## src/rtl/hsu_pkg.sv

```systemverilog
package hsu_pkg;

  localparam int KIND_W = 3;
  localparam int EVT_W  = 5;

  typedef enum logic [KIND_W-1:0] {
    SK_NONE     = 3'd0,
    SK_REGDEP   = 3'd1,
    SK_DISPATCH = 3'd2,
    SK_CUSTOM   = 3'd3,
    SK_ORDER    = 3'd4
  } stall_kind_e;

  // Event flags raised for a stall kind that is in force.
  function automatic logic [EVT_W-1:0] evt_of(input logic [KIND_W-1:0] k);
    logic [EVT_W-1:0] e;
    e = '0;
    case (k)
      SK_REGDEP:   e = 5'b00011;
      SK_DISPATCH: e = 5'b01100;
      SK_CUSTOM:   e = 5'b10000;
      default:     e = '0;
    endcase
    return e;
  endfunction

endpackage

```

## src/rtl/hsu_hazard_eval.sv

```systemverilog
module hsu_hazard_eval
  import hsu_pkg::*;
#(
  parameter int CW    = 6,
  parameter int LW    = 6,
  parameter int NDEST = 2
) (
  input  logic                        raw_hit,
  input  logic                        raw_unknown,
  input  logic [CW-1:0]               raw_cycles,
  input  logic                        res_busy,
  input  logic [CW-1:0]               cust_cycles,
  input  logic [LW-1:0]               instr_lat,
  input  logic [NDEST-1:0][LW:0]      dest_lat,
  input  logic [NDEST-1:0]            dest_vld,
  input  logic                        ooo_retire,
  input  logic [LW-1:0]               wb_cnt,
  output logic                        haz_fire,
  output stall_kind_e                 haz_kind,
  output logic [CW-1:0]               haz_cycles,
  output logic [LW-1:0]               earliest
);

  logic raw_fire, cust_fire, order_fire;

  // Earliest write-back: min over latency and valid clamped destinations.
  always_comb begin
    earliest = instr_lat;
    for (int i = 0; i < NDEST; i++) begin
      if (dest_vld[i]) begin
        if (dest_lat[i][LW])
          earliest = '0;
        else if (dest_lat[i][LW-1:0] < earliest)
          earliest = dest_lat[i][LW-1:0];
      end
    end
  end

  assign raw_fire   = raw_hit && (raw_unknown || (raw_cycles != '0));
  assign cust_fire  = (cust_cycles != '0);
  assign order_fire = (wb_cnt != '0) && !ooo_retire && (earliest < wb_cnt);

  // Fixed priority: dependency, resource, custom, ordering.
  always_comb begin
    haz_fire   = 1'b1;
    haz_kind   = SK_NONE;
    haz_cycles = '0;
    if (raw_fire) begin
      haz_kind   = SK_REGDEP;
      haz_cycles = raw_unknown ? CW'(1) : raw_cycles;
    end else if (res_busy) begin
      haz_kind   = SK_DISPATCH;
      haz_cycles = CW'(1);
    end else if (cust_fire) begin
      haz_kind   = SK_CUSTOM;
      haz_cycles = cust_cycles;
    end else if (order_fire) begin
      haz_kind   = SK_ORDER;
      haz_cycles = CW'(wb_cnt - earliest);
    end else begin
      haz_fire   = 1'b0;
    end
  end

  always_comb begin
    if (haz_fire) assert (haz_cycles != '0) else $error("AST_STALL_NONZERO");
  end

endmodule

```

## src/rtl/hsu_stall_track.sv

```systemverilog
module hsu_stall_track
  import hsu_pkg::*;
#(
  parameter int CW = 6
) (
  input  logic          clk,
  input  logic          rst_n,
  input  logic          head_valid,
  input  logic          haz_fire,
  input  stall_kind_e   haz_kind,
  input  logic [CW-1:0] haz_cycles,
  output logic          hold,
  output logic          replay,
  output logic          evaluate,
  output stall_kind_e   kind_q
);

  logic          vld_q;
  logic [CW-1:0] cnt_q;

  assign hold     = vld_q && (cnt_q != '0);
  assign replay   = vld_q && (cnt_q == '0);
  assign evaluate = head_valid && !hold;

  always_ff @(posedge clk or negedge rst_n) begin
    if (!rst_n) begin
      vld_q  <= 1'b0;
      cnt_q  <= '0;
      kind_q <= SK_NONE;
    end else if (evaluate && haz_fire) begin
      vld_q  <= 1'b1;
      cnt_q  <= haz_cycles - CW'(1);
      kind_q <= haz_kind;
    end else if (hold) begin
      cnt_q  <= cnt_q - CW'(1);
    end else begin
      vld_q  <= 1'b0;
      cnt_q  <= '0;
      kind_q <= SK_NONE;
    end
  end

  AST_CNT_STEP: assert property (@(posedge clk) disable iff (!rst_n)
    hold |=> (vld_q && cnt_q == $past(cnt_q) - CW'(1))) else $error("AST_CNT_STEP");
  AST_KIND_KEPT: assert property (@(posedge clk) disable iff (!rst_n)
    hold |=> (kind_q == $past(kind_q))) else $error("AST_KIND_KEPT");

endmodule

```

## src/rtl/hsu_wb_order.sv

```systemverilog
module hsu_wb_order #(
  parameter int LW = 6
) (
  input  logic          clk,
  input  logic          rst_n,
  input  logic          issue,
  input  logic          ooo_retire,
  input  logic [LW-1:0] instr_lat,
  output logic [LW-1:0] wb_cnt
);

  logic load;

  assign load = issue && !ooo_retire && (instr_lat != '0);

  always_ff @(posedge clk or negedge rst_n) begin
    if (!rst_n)
      wb_cnt <= '0;
    else if (load)
      wb_cnt <= instr_lat - LW'(1);
    else if (wb_cnt != '0)
      wb_cnt <= wb_cnt - LW'(1);
  end

  AST_WB_DECR: assert property (@(posedge clk) disable iff (!rst_n)
    (!load && wb_cnt != '0) |=> (wb_cnt == $past(wb_cnt) - LW'(1))) else $error("AST_WB_DECR");
  AST_WB_LOAD: assert property (@(posedge clk) disable iff (!rst_n)
    load |=> (wb_cnt == $past(instr_lat) - LW'(1))) else $error("AST_WB_LOAD");

endmodule

```

## src/rtl/hazard_stall_unit.sv

```systemverilog
module hazard_stall_unit
  import hsu_pkg::*;
#(
  parameter int CW    = 6,
  parameter int LW    = 6,
  parameter int NDEST = 2
) (
  input  logic                   clk,
  input  logic                   rst_n,
  input  logic                   head_valid,
  input  logic                   raw_hit,
  input  logic                   raw_unknown,
  input  logic [CW-1:0]          raw_cycles,
  input  logic                   res_busy,
  input  logic [CW-1:0]          cust_cycles,
  input  logic [LW-1:0]          instr_lat,
  input  logic [NDEST-1:0][LW:0] dest_lat,
  input  logic [NDEST-1:0]       dest_vld,
  input  logic                   ooo_retire,
  output logic                   issue_ok,
  output logic                   stall_active,
  output logic [2:0]             stall_kind,
  output logic                   replay,
  output logic [4:0]             stall_evt
);

  logic          haz_fire, hold, evaluate;
  stall_kind_e   haz_kind, kind_q;
  logic [CW-1:0] haz_cycles;
  logic [LW-1:0] earliest, wb_cnt;
  logic          new_stall;

  hsu_hazard_eval #(.CW(CW), .LW(LW), .NDEST(NDEST)) u_eval (
    .raw_hit     (raw_hit),
    .raw_unknown (raw_unknown),
    .raw_cycles  (raw_cycles),
    .res_busy    (res_busy),
    .cust_cycles (cust_cycles),
    .instr_lat   (instr_lat),
    .dest_lat    (dest_lat),
    .dest_vld    (dest_vld),
    .ooo_retire  (ooo_retire),
    .wb_cnt      (wb_cnt),
    .haz_fire    (haz_fire),
    .haz_kind    (haz_kind),
    .haz_cycles  (haz_cycles),
    .earliest    (earliest)
  );

  hsu_stall_track #(.CW(CW)) u_track (
    .clk        (clk),
    .rst_n      (rst_n),
    .head_valid (head_valid),
    .haz_fire   (haz_fire),
    .haz_kind   (haz_kind),
    .haz_cycles (haz_cycles),
    .hold       (hold),
    .replay     (replay),
    .evaluate   (evaluate),
    .kind_q     (kind_q)
  );

  hsu_wb_order #(.LW(LW)) u_wb (
    .clk        (clk),
    .rst_n      (rst_n),
    .issue      (issue_ok),
    .ooo_retire (ooo_retire),
    .instr_lat  (instr_lat),
    .wb_cnt     (wb_cnt)
  );

  assign new_stall    = evaluate && haz_fire;
  assign issue_ok     = evaluate && !haz_fire;
  assign stall_active = hold || new_stall;
  assign stall_kind   = hold ? kind_q : (new_stall ? haz_kind : SK_NONE);
  assign stall_evt    = evt_of(stall_kind);

  AST_HOLD_NO_ISSUE: assert property (@(posedge clk) disable iff (!rst_n)
    hold |-> !issue_ok) else $error("AST_HOLD_NO_ISSUE");
  AST_ORDER_KEPT: assert property (@(posedge clk) disable iff (!rst_n)
    (issue_ok && !ooo_retire && wb_cnt != '0) |-> (earliest >= wb_cnt)) else $error("AST_ORDER_KEPT");
  AST_RES_ONE: assert property (@(posedge clk) disable iff (!rst_n)
    (new_stall && stall_kind == SK_DISPATCH) |=> replay) else $error("AST_RES_ONE");
  AST_EVT_PAIR: assert property (@(posedge clk) disable iff (!rst_n)
    (stall_evt[0] == stall_evt[1]) && (stall_evt[2] == stall_evt[3])) else $error("AST_EVT_PAIR");
  AST_ISSUE_NO_BUSY: assert property (@(posedge clk) disable iff (!rst_n)
    issue_ok |-> (!res_busy && cust_cycles == '0)) else $error("AST_ISSUE_NO_BUSY");
  AST_EVT_IDLE: assert property (@(posedge clk) disable iff (!rst_n)
    !stall_active |-> (stall_evt == '0 && stall_kind == 3'd0)) else $error("AST_EVT_IDLE");

endmodule

```

## config.mk

```make
export PLATFORM = sky130hd
export DESIGN_NAME = hazard_stall_unit
export DESIGN_NICKNAME = d
export VERILOG_FILES = /design/src/rtl/hsu_pkg.sv /design/src/rtl/hsu_hazard_eval.sv /design/src/rtl/hsu_stall_track.sv /design/src/rtl/hsu_wb_order.sv /design/src/rtl/hazard_stall_unit.sv
export SDC_FILE = /design/constraint.sdc
export NUM_CORES = 1
export LEC_CHECK = 0
export CAP_MARGIN = 25
export CORE_ASPECT_RATIO = 1.5
export CORE_MARGIN = 2
export CORE_UTILIZATION = 35
export CTS_BUF_LIST = sky130_fd_sc_hd__clkbuf_4
export DETAILED_ROUTE_END_ITERATION = 10
export SLEW_MARGIN = 25
export SYNTH_ARGS = -nofsm -noshare
export SYNTH_HDL_FRONTEND = slang
export SYNTH_SLANG_ARGS = --single-unit
```

## constraint.sdc

```tcl
create_clock -name clk -period 16.4 [get_ports clk]
set_clock_uncertainty 0.15 [all_clocks]
set_input_delay 3.28 -clock clk [delete_from_list [all_inputs] [get_ports clk]]
set_output_delay 3.28 -clock clk [all_outputs]
set_load 0.01 [all_outputs]
```

==> results of run 1 <==
per-stage QoR:
step | cells | utilization [%] | hold slack (ns) | power, mW | cell area, µm²
finish | 373 | 46.3 | 0.334 | 0.114 | 2660
global route | 373 | 46.3 | 0.385 | 0.122 | 2660
CTS | 373 | 46.3 | 0.337 | 0.115 | 2660
detailed placement | 369 | 45.9 | 0.306 | 0.0919 | 2630
global placement | 369 | 45.9 | 0.304 | 0.0919 | 2630
floorplan | 252 | - | 0.283 | 0.0717 | 2060
layer usage:
metal / GRT usage (%) / wire length, µm
met2: 33.8 / 3030
met1: 18.0 / 2080
met4: 5.49 / 127
met3: 1.61 / 233
met5: 0 / 0
power groups by stage:
stage,clock network (mW),registers [mW],logic (mW)
floorplan,0,0.0402,0.0315
global placement,0,0.0402,0.0517
detailed placement,0,0.0402,0.0517
CTS,0.0232,0.0394,0.0522
global route,0.0250,0.0394,0.0578
finish,0.0229,0.0394,0.0516
registers in the layout, indices dropped and copies added, names as in the netlist:
signal,count
u_track.cnt_q,6
u_wb.wb_cnt,6
u_track.kind_q,3
u_track.vld_q,1
critical path, cell delays in order:
cell and delay [ns]:
clkdlybuf4s50_1 0.53, inv_1 0.10, ha_1 0.31, a21o_1 0.11, a21oi_1 0.06, o221ai_2 0.44, mux2i_1 0.15, or2_2 0.33
ha_1 0.29, nand4_1 0.10, o311ai_2 0.64, mux2i_1 0.26, a21oi_1 0.06, ha_1 0.20, fa_1 0.41, nor2b_1 0.18
o31ai_1 0.10, a21oi_1 0.33, and3_1 0.31, a22o_1 0.21, and3b_1 0.18, clkdlybuf4s50_1 0.47
cell type report:
type | count | share of cell area (%)
timing repair buffer | 51 | 19.2
clock inverter | 1 | 0.141
tap | 72 | 3.39
sequential | 16 | 15.1
multi-input combinational | 209 | 58.4
inverter | 21 | 2.96
clock buffer | 3 | 0.847
cells by family (layout without fill, tap and decap cells):
group	Yosys count	count (layout)	synth area share [%]
XOR/XNOR	12	12	5.09
adder cells (fa/ha/maj)	21	21	13.1
flip-flops	16	16	19.4
multiplexers	16	16	7.76
buffers and inverters	27	76	5.33
AO/OA/AOI/OAI	66	66	25.0
AND/OR/NAND/NOR	94	94	24.4
layout by cell type, fill, tap and decap left out, types with 8 or more instances in the layout:
cell type         n
nor2b_1           8
dfrtp_1          16
a21oi_1          15
nor3_1            8
clkdlybuf4s50_1  51
mux2i_1          16
xnor2_1           9
inv_1            21
ha_1             20
nand2_1          19
nor2_1           20
final timing paths:
check / depth (start not counted) / to / start / slack [ns]
worst max-delay path: 22 / stall_evt[4] / instr_lat[3] / 3.93
worst max register to register: 10 / u_wb.wb_cnt[4] / u_wb.wb_cnt[2] / 13.15
worst min-delay path: 2 / u_track.kind_q[1] / u_track.kind_q[1] / 0.33
min in group asynchronous: 1 / u_track.kind_q[2] / rst_n / 3.27
worst min register to register: 2 / u_track.kind_q[1] / u_track.kind_q[1] / 0.33
max in group asynchronous: 1 / u_wb.wb_cnt[5] / rst_n / 12.35
==> impl_metrics.toml, run 1 <==
[die]
initial_utilization_pct = 35.9
fp.dieW_um = 66.7
num_rows = 34
core_mm2 = 0.00574
dieArea_mm2 = 0.00654
fp.dieH_um = 98.1
pin_count = 52

[clock_tree]
post_cts_resized = 0
clk_latency_ns = 0.29
clockBufferDepth = 2
cts_htree_levels = 1
cts.sinks = 16
path_clk_slew_ns = 0.10
cts-hold-fix-buffers = 0
cts_tree = "yes"
post-cts-setup-buffers = 0
cts_root_buf = "clkbuf_4"
cts_inserted_buffers = 3

[placement]
gp_congestion = 0.803
numPortBuffers = 51
hpwl_um = 4640
detailedPlace.worstSlack_ns = 3.92

[sta]
post-route-period-util_pct = 76.1
tightest_slew_ns = 0.762
setup_viol_count_final = 0
slew_headroom_pct = 49.0
setup_ws_ns = 3.93
hold_violations = 0
drv_slew = 0
setup_tns_ns = 0
max_freq_mhz = 80.2
rsz0062_at_grt = "false"
fin_crit_ns = 12.47

[synthesis]
synth.avg_cell_area_um2 = 8.19
synth_area_mm2 = 0.00206
async_reset_ff_share_pct = 100
syn_nets = 314
ys_seq_elements = 16
synthTopCellsByCount = "21 x inv_1, 20 x ha_1, 20 x nor2_1"
syn_inst = 252
dominantRegCellSynth = "dfrtp_1"
synth_area_leader_cell = "dfrtp_1"
synth_cell_types = 58
synth-edff-count = 0
synth_area_leaders = "dfrtp_1 19%, ha_1 12%, mux2i_1 7.8%, inv_1 3.8%, xnor2_1 3.8%"
synth.most_common_cell = "inv_1"
yosysSeqAreaShare_pct = 19.4
yosysTopAreaCellShare_pct = 19.4
yosys_warnings = 0

[worst_setup_path]
worst-setup-path-type = "input port to primary output"
critPathRequiredTime_ns = 12.97
critPathCaptureType = "primary output"
cp.arrival_ns = 9.04
cp-start-kind = "input port"
cp_max_fo = 7

[run_status]
status = "complete, no violations"

[power]
comb_power_share_pct = 45.3
seqPwrFrac_pct = 34.6
p_leak_nw = 1.16
ir_drop_mv = 0.0149
cellPowerDensity_mw_per_mm2 = 42.8
power_switching_mw = 0.0394
p_int_mw = 0.0745
swShare_pct = 34.6
pwr-share-clk_pct = 20.1

[routing]
via_per_inst = 5.48
wl_per_cell_um = 14.7
dr.pass1.iters = 4
drt_iter0_markers = 39
drc = 0
vias = 2043
route.antenna.remaining_nets = 0
drt-total-wl_um = 5480

[cells_and_area]
area_growth_pct = 28.8
nets = 364
n_fill_cell = 583
multiInputGateArea_mm2 = 0.00155
drive_above_1_share_pct = 7.64
register_area_um2 = 400
diodes = 0

[global_route]
antenna_found_initial = 0
grt_pass1_vias = 2035
track_usage_pct = 17.1
overflow = 0
grt_max_degree = 18
grt_pass1_wl_um = 8850

[worst_hold_path]
hp-class = "register to register"

[flow_run]
maxCapViolCount = 0
No activity file was read; power rests on OpenSTA's default activity.
==> run 2: changes to the inputs <==
- clock period: 16.4 -> 13.1 ns (I/O delays scaled with it)
==> run 2 against run 1 <==
Compared with the run above: die area unchanged; wire length increased by 1.8%; via count increased by 0.88%; worst setup slack got worse by 2.1 ns; critical path depth unchanged; total power increased by 26%; utilization unchanged; critical path type unchanged.
==> impl_metrics.toml, run 2 (synthesized netlist as in run 1, its figures left out) <==
[die]
num_rows = 34
pin_count = 52
core_mm2 = 0.00574
dieArea_mm2 = 0.00654
fp.dieH_um = 98.1
fp.dieW_um = 66.7
initial_utilization_pct = 35.9

[clock_tree]
post_cts_resized = 0
cts-hold-fix-buffers = 0
clockBufferDepth = 2
post-cts-setup-buffers = 0
cts_htree_levels = 1
clk_latency_ns = 0.30
path_clk_slew_ns = 0.10
cts_inserted_buffers = 3
cts.sinks = 16
cts_tree = "yes"
cts_root_buf = "clkbuf_4"

[cells_and_area]
drive_above_1_share_pct = 7.64
fin_cells = 373
diodes = 0
largestRegisters = "u_track.cnt_q: 6 flops, u_wb.wb_cnt: 6 flops, u_track.kind_q: 3 flops"
n_fill_cell = 592
layout_commonest_cell = "clkdlybuf4s50_1"
area_growth_pct = 28.8
layout_common_cells = "51 x clkdlybuf4s50_1, 21 x inv_1, 20 x nor2_1, 20 x ha_1, 19 x nand2_1"
nets = 364

[global_route]
overflow = 0
grt_max_degree = 18
grt_pass1_wl_um = 9340
grt_pass1_vias = 2092
antenna_found_initial = 0
track_usage_pct = 18.0

[power]
p_leak_nw = 1.16
ir_drop_mv = 0.0246
cellPowerDensity_mw_per_mm2 = 53.7

[sta]
post-route-period-util_pct = 85.7
slew_headroom_pct = 49.5
setup_tns_ns = 0
setup_viol_count_final = 0
fin_crit_ns = 11.23
tightest_slew_ns = 0.755
drv_slew = 0
rsz0062_at_grt = "false"
max_freq_mhz = 89.1
hold_violations = 0

[routing]
wl_per_cell_um = 14.9
via_per_inst = 5.53
dr.pass1.iters = 4
route.antenna.remaining_nets = 0
vias = 2061
drt-total-wl_um = 5570
drt_iter0_markers = 59
drc = 0

[worst_setup_path]
cp-start-kind = "input port"
reg2reg_slack_ns = 9.80
worst_r2r_startpoint = "u_wb.wb_cnt[2]"
critPathRequiredTime_ns = 10.33
reg2reg_depth = 10
worst-setup-path-type = "input port to primary output"
cp.arrival_ns = 8.46
r2r-end = "u_wb.wb_cnt[4]"
critPathCaptureType = "primary output"
cp_max_fo = 7

[run_status]
status = "complete, no violations"

[placement]
placedCellCount = 369
hpwl_um = 4690
numPortBuffers = 51
gp_congestion = 0.802

[worst_hold_path]
hold-path-endpoint = "u_track.kind_q[1]"
hp-class = "register to register"
worstHoldStart = "u_track.kind_q[1]"
hold_path_depth = 2

[flow_run]
maxCapViolCount = 0
## run 2: cell counts in the layout (fill, tap and decap cells not counted)
No cell type changed its count.
## run 2: worst max-delay path by stage
stage | from | endpoint | slack [ns] | depth (start not counted)
floorplan | instr_lat[3] | stall_evt[3] | 3.13 | 20
global placement | instr_lat[3] | stall_evt[0] | 1.99 | 21
detailed placement | instr_lat[3] | stall_evt[4] | 1.90 | 22
CTS | instr_lat[3] | stall_evt[4] | 1.89 | 22
global route | instr_lat[3] | stall_evt[4] | 1.38 | 25
finish | instr_lat[3] | stall_evt[4] | 1.87 | 22
## run 2: where the power goes
group / leakage [nW] / switching, mW / internal [mW] / total (mW)
Sequential: 0.199 / 0 / 0.0494 / 0.0494
Combinational: 0.946 / 0.0321 / 0.0328 / 0.0649
Clock: 0.0154 / 0.0176 / 0.0111 / 0.0287
## run 2: metrics by stage
step	utilization [%]	setup WS (ns)	total power, mW	instance area, µm²	hold slack (ns)
floorplan	-	3.13	0.0898	2060	0.283
global placement	45.9	1.99	0.115	2630	0.304
detailed placement	45.9	1.90	0.115	2630	0.305
CTS	46.3	1.89	0.144	2660	0.336
global route	46.3	1.38	0.155	2660	0.386
finish	46.3	1.87	0.143	2660	0.332
## run 2: worst max-delay path, stage by stage
cell and delay, ns:
clkdlybuf4s50_1 0.54, inv_1 0.09, ha_1 0.31, a21o_1 0.16, a21oi_1 0.17, o221ai_2 0.25
mux2i_1 0.18, or2_2 0.33, ha_1 0.29, nand4_1 0.10, o311ai_2 0.64, mux2i_1 0.28
a21oi_1 0.06, ha_1 0.22, fa_1 0.41, nor2b_1 0.18, o31ai_1 0.10, a21oi_1 0.34
and3_1 0.30, a22o_1 0.21, and3b_1 0.18, clkdlybuf4s50_1 0.47
## run 2: metal layers
metal	share of wire (%)	vias to the layer above	GRT usage [%]
met2	55	65	35.5
met1	38	954	19.4
met4	2.1	0	5.34
met3	4.5	13	1.50
li1	-	1029	-
met5	0	-	0
## run 2: area by class of cell
cell class | instances | area [µm²] | area share, %
Inverter | 21 | 78.8 | 2.96
Tap cell | 72 | 90.1 | 3.39
Clock buffer | 3 | 22.5 | 0.847
Sequential cell | 16 | 400 | 15.1
Multi-Input combinational cell | 209 | 1550 | 58.4
Timing Repair Buffer | 51 | 510 | 19.2
Clock inverter | 1 | 3.75 | 0.141
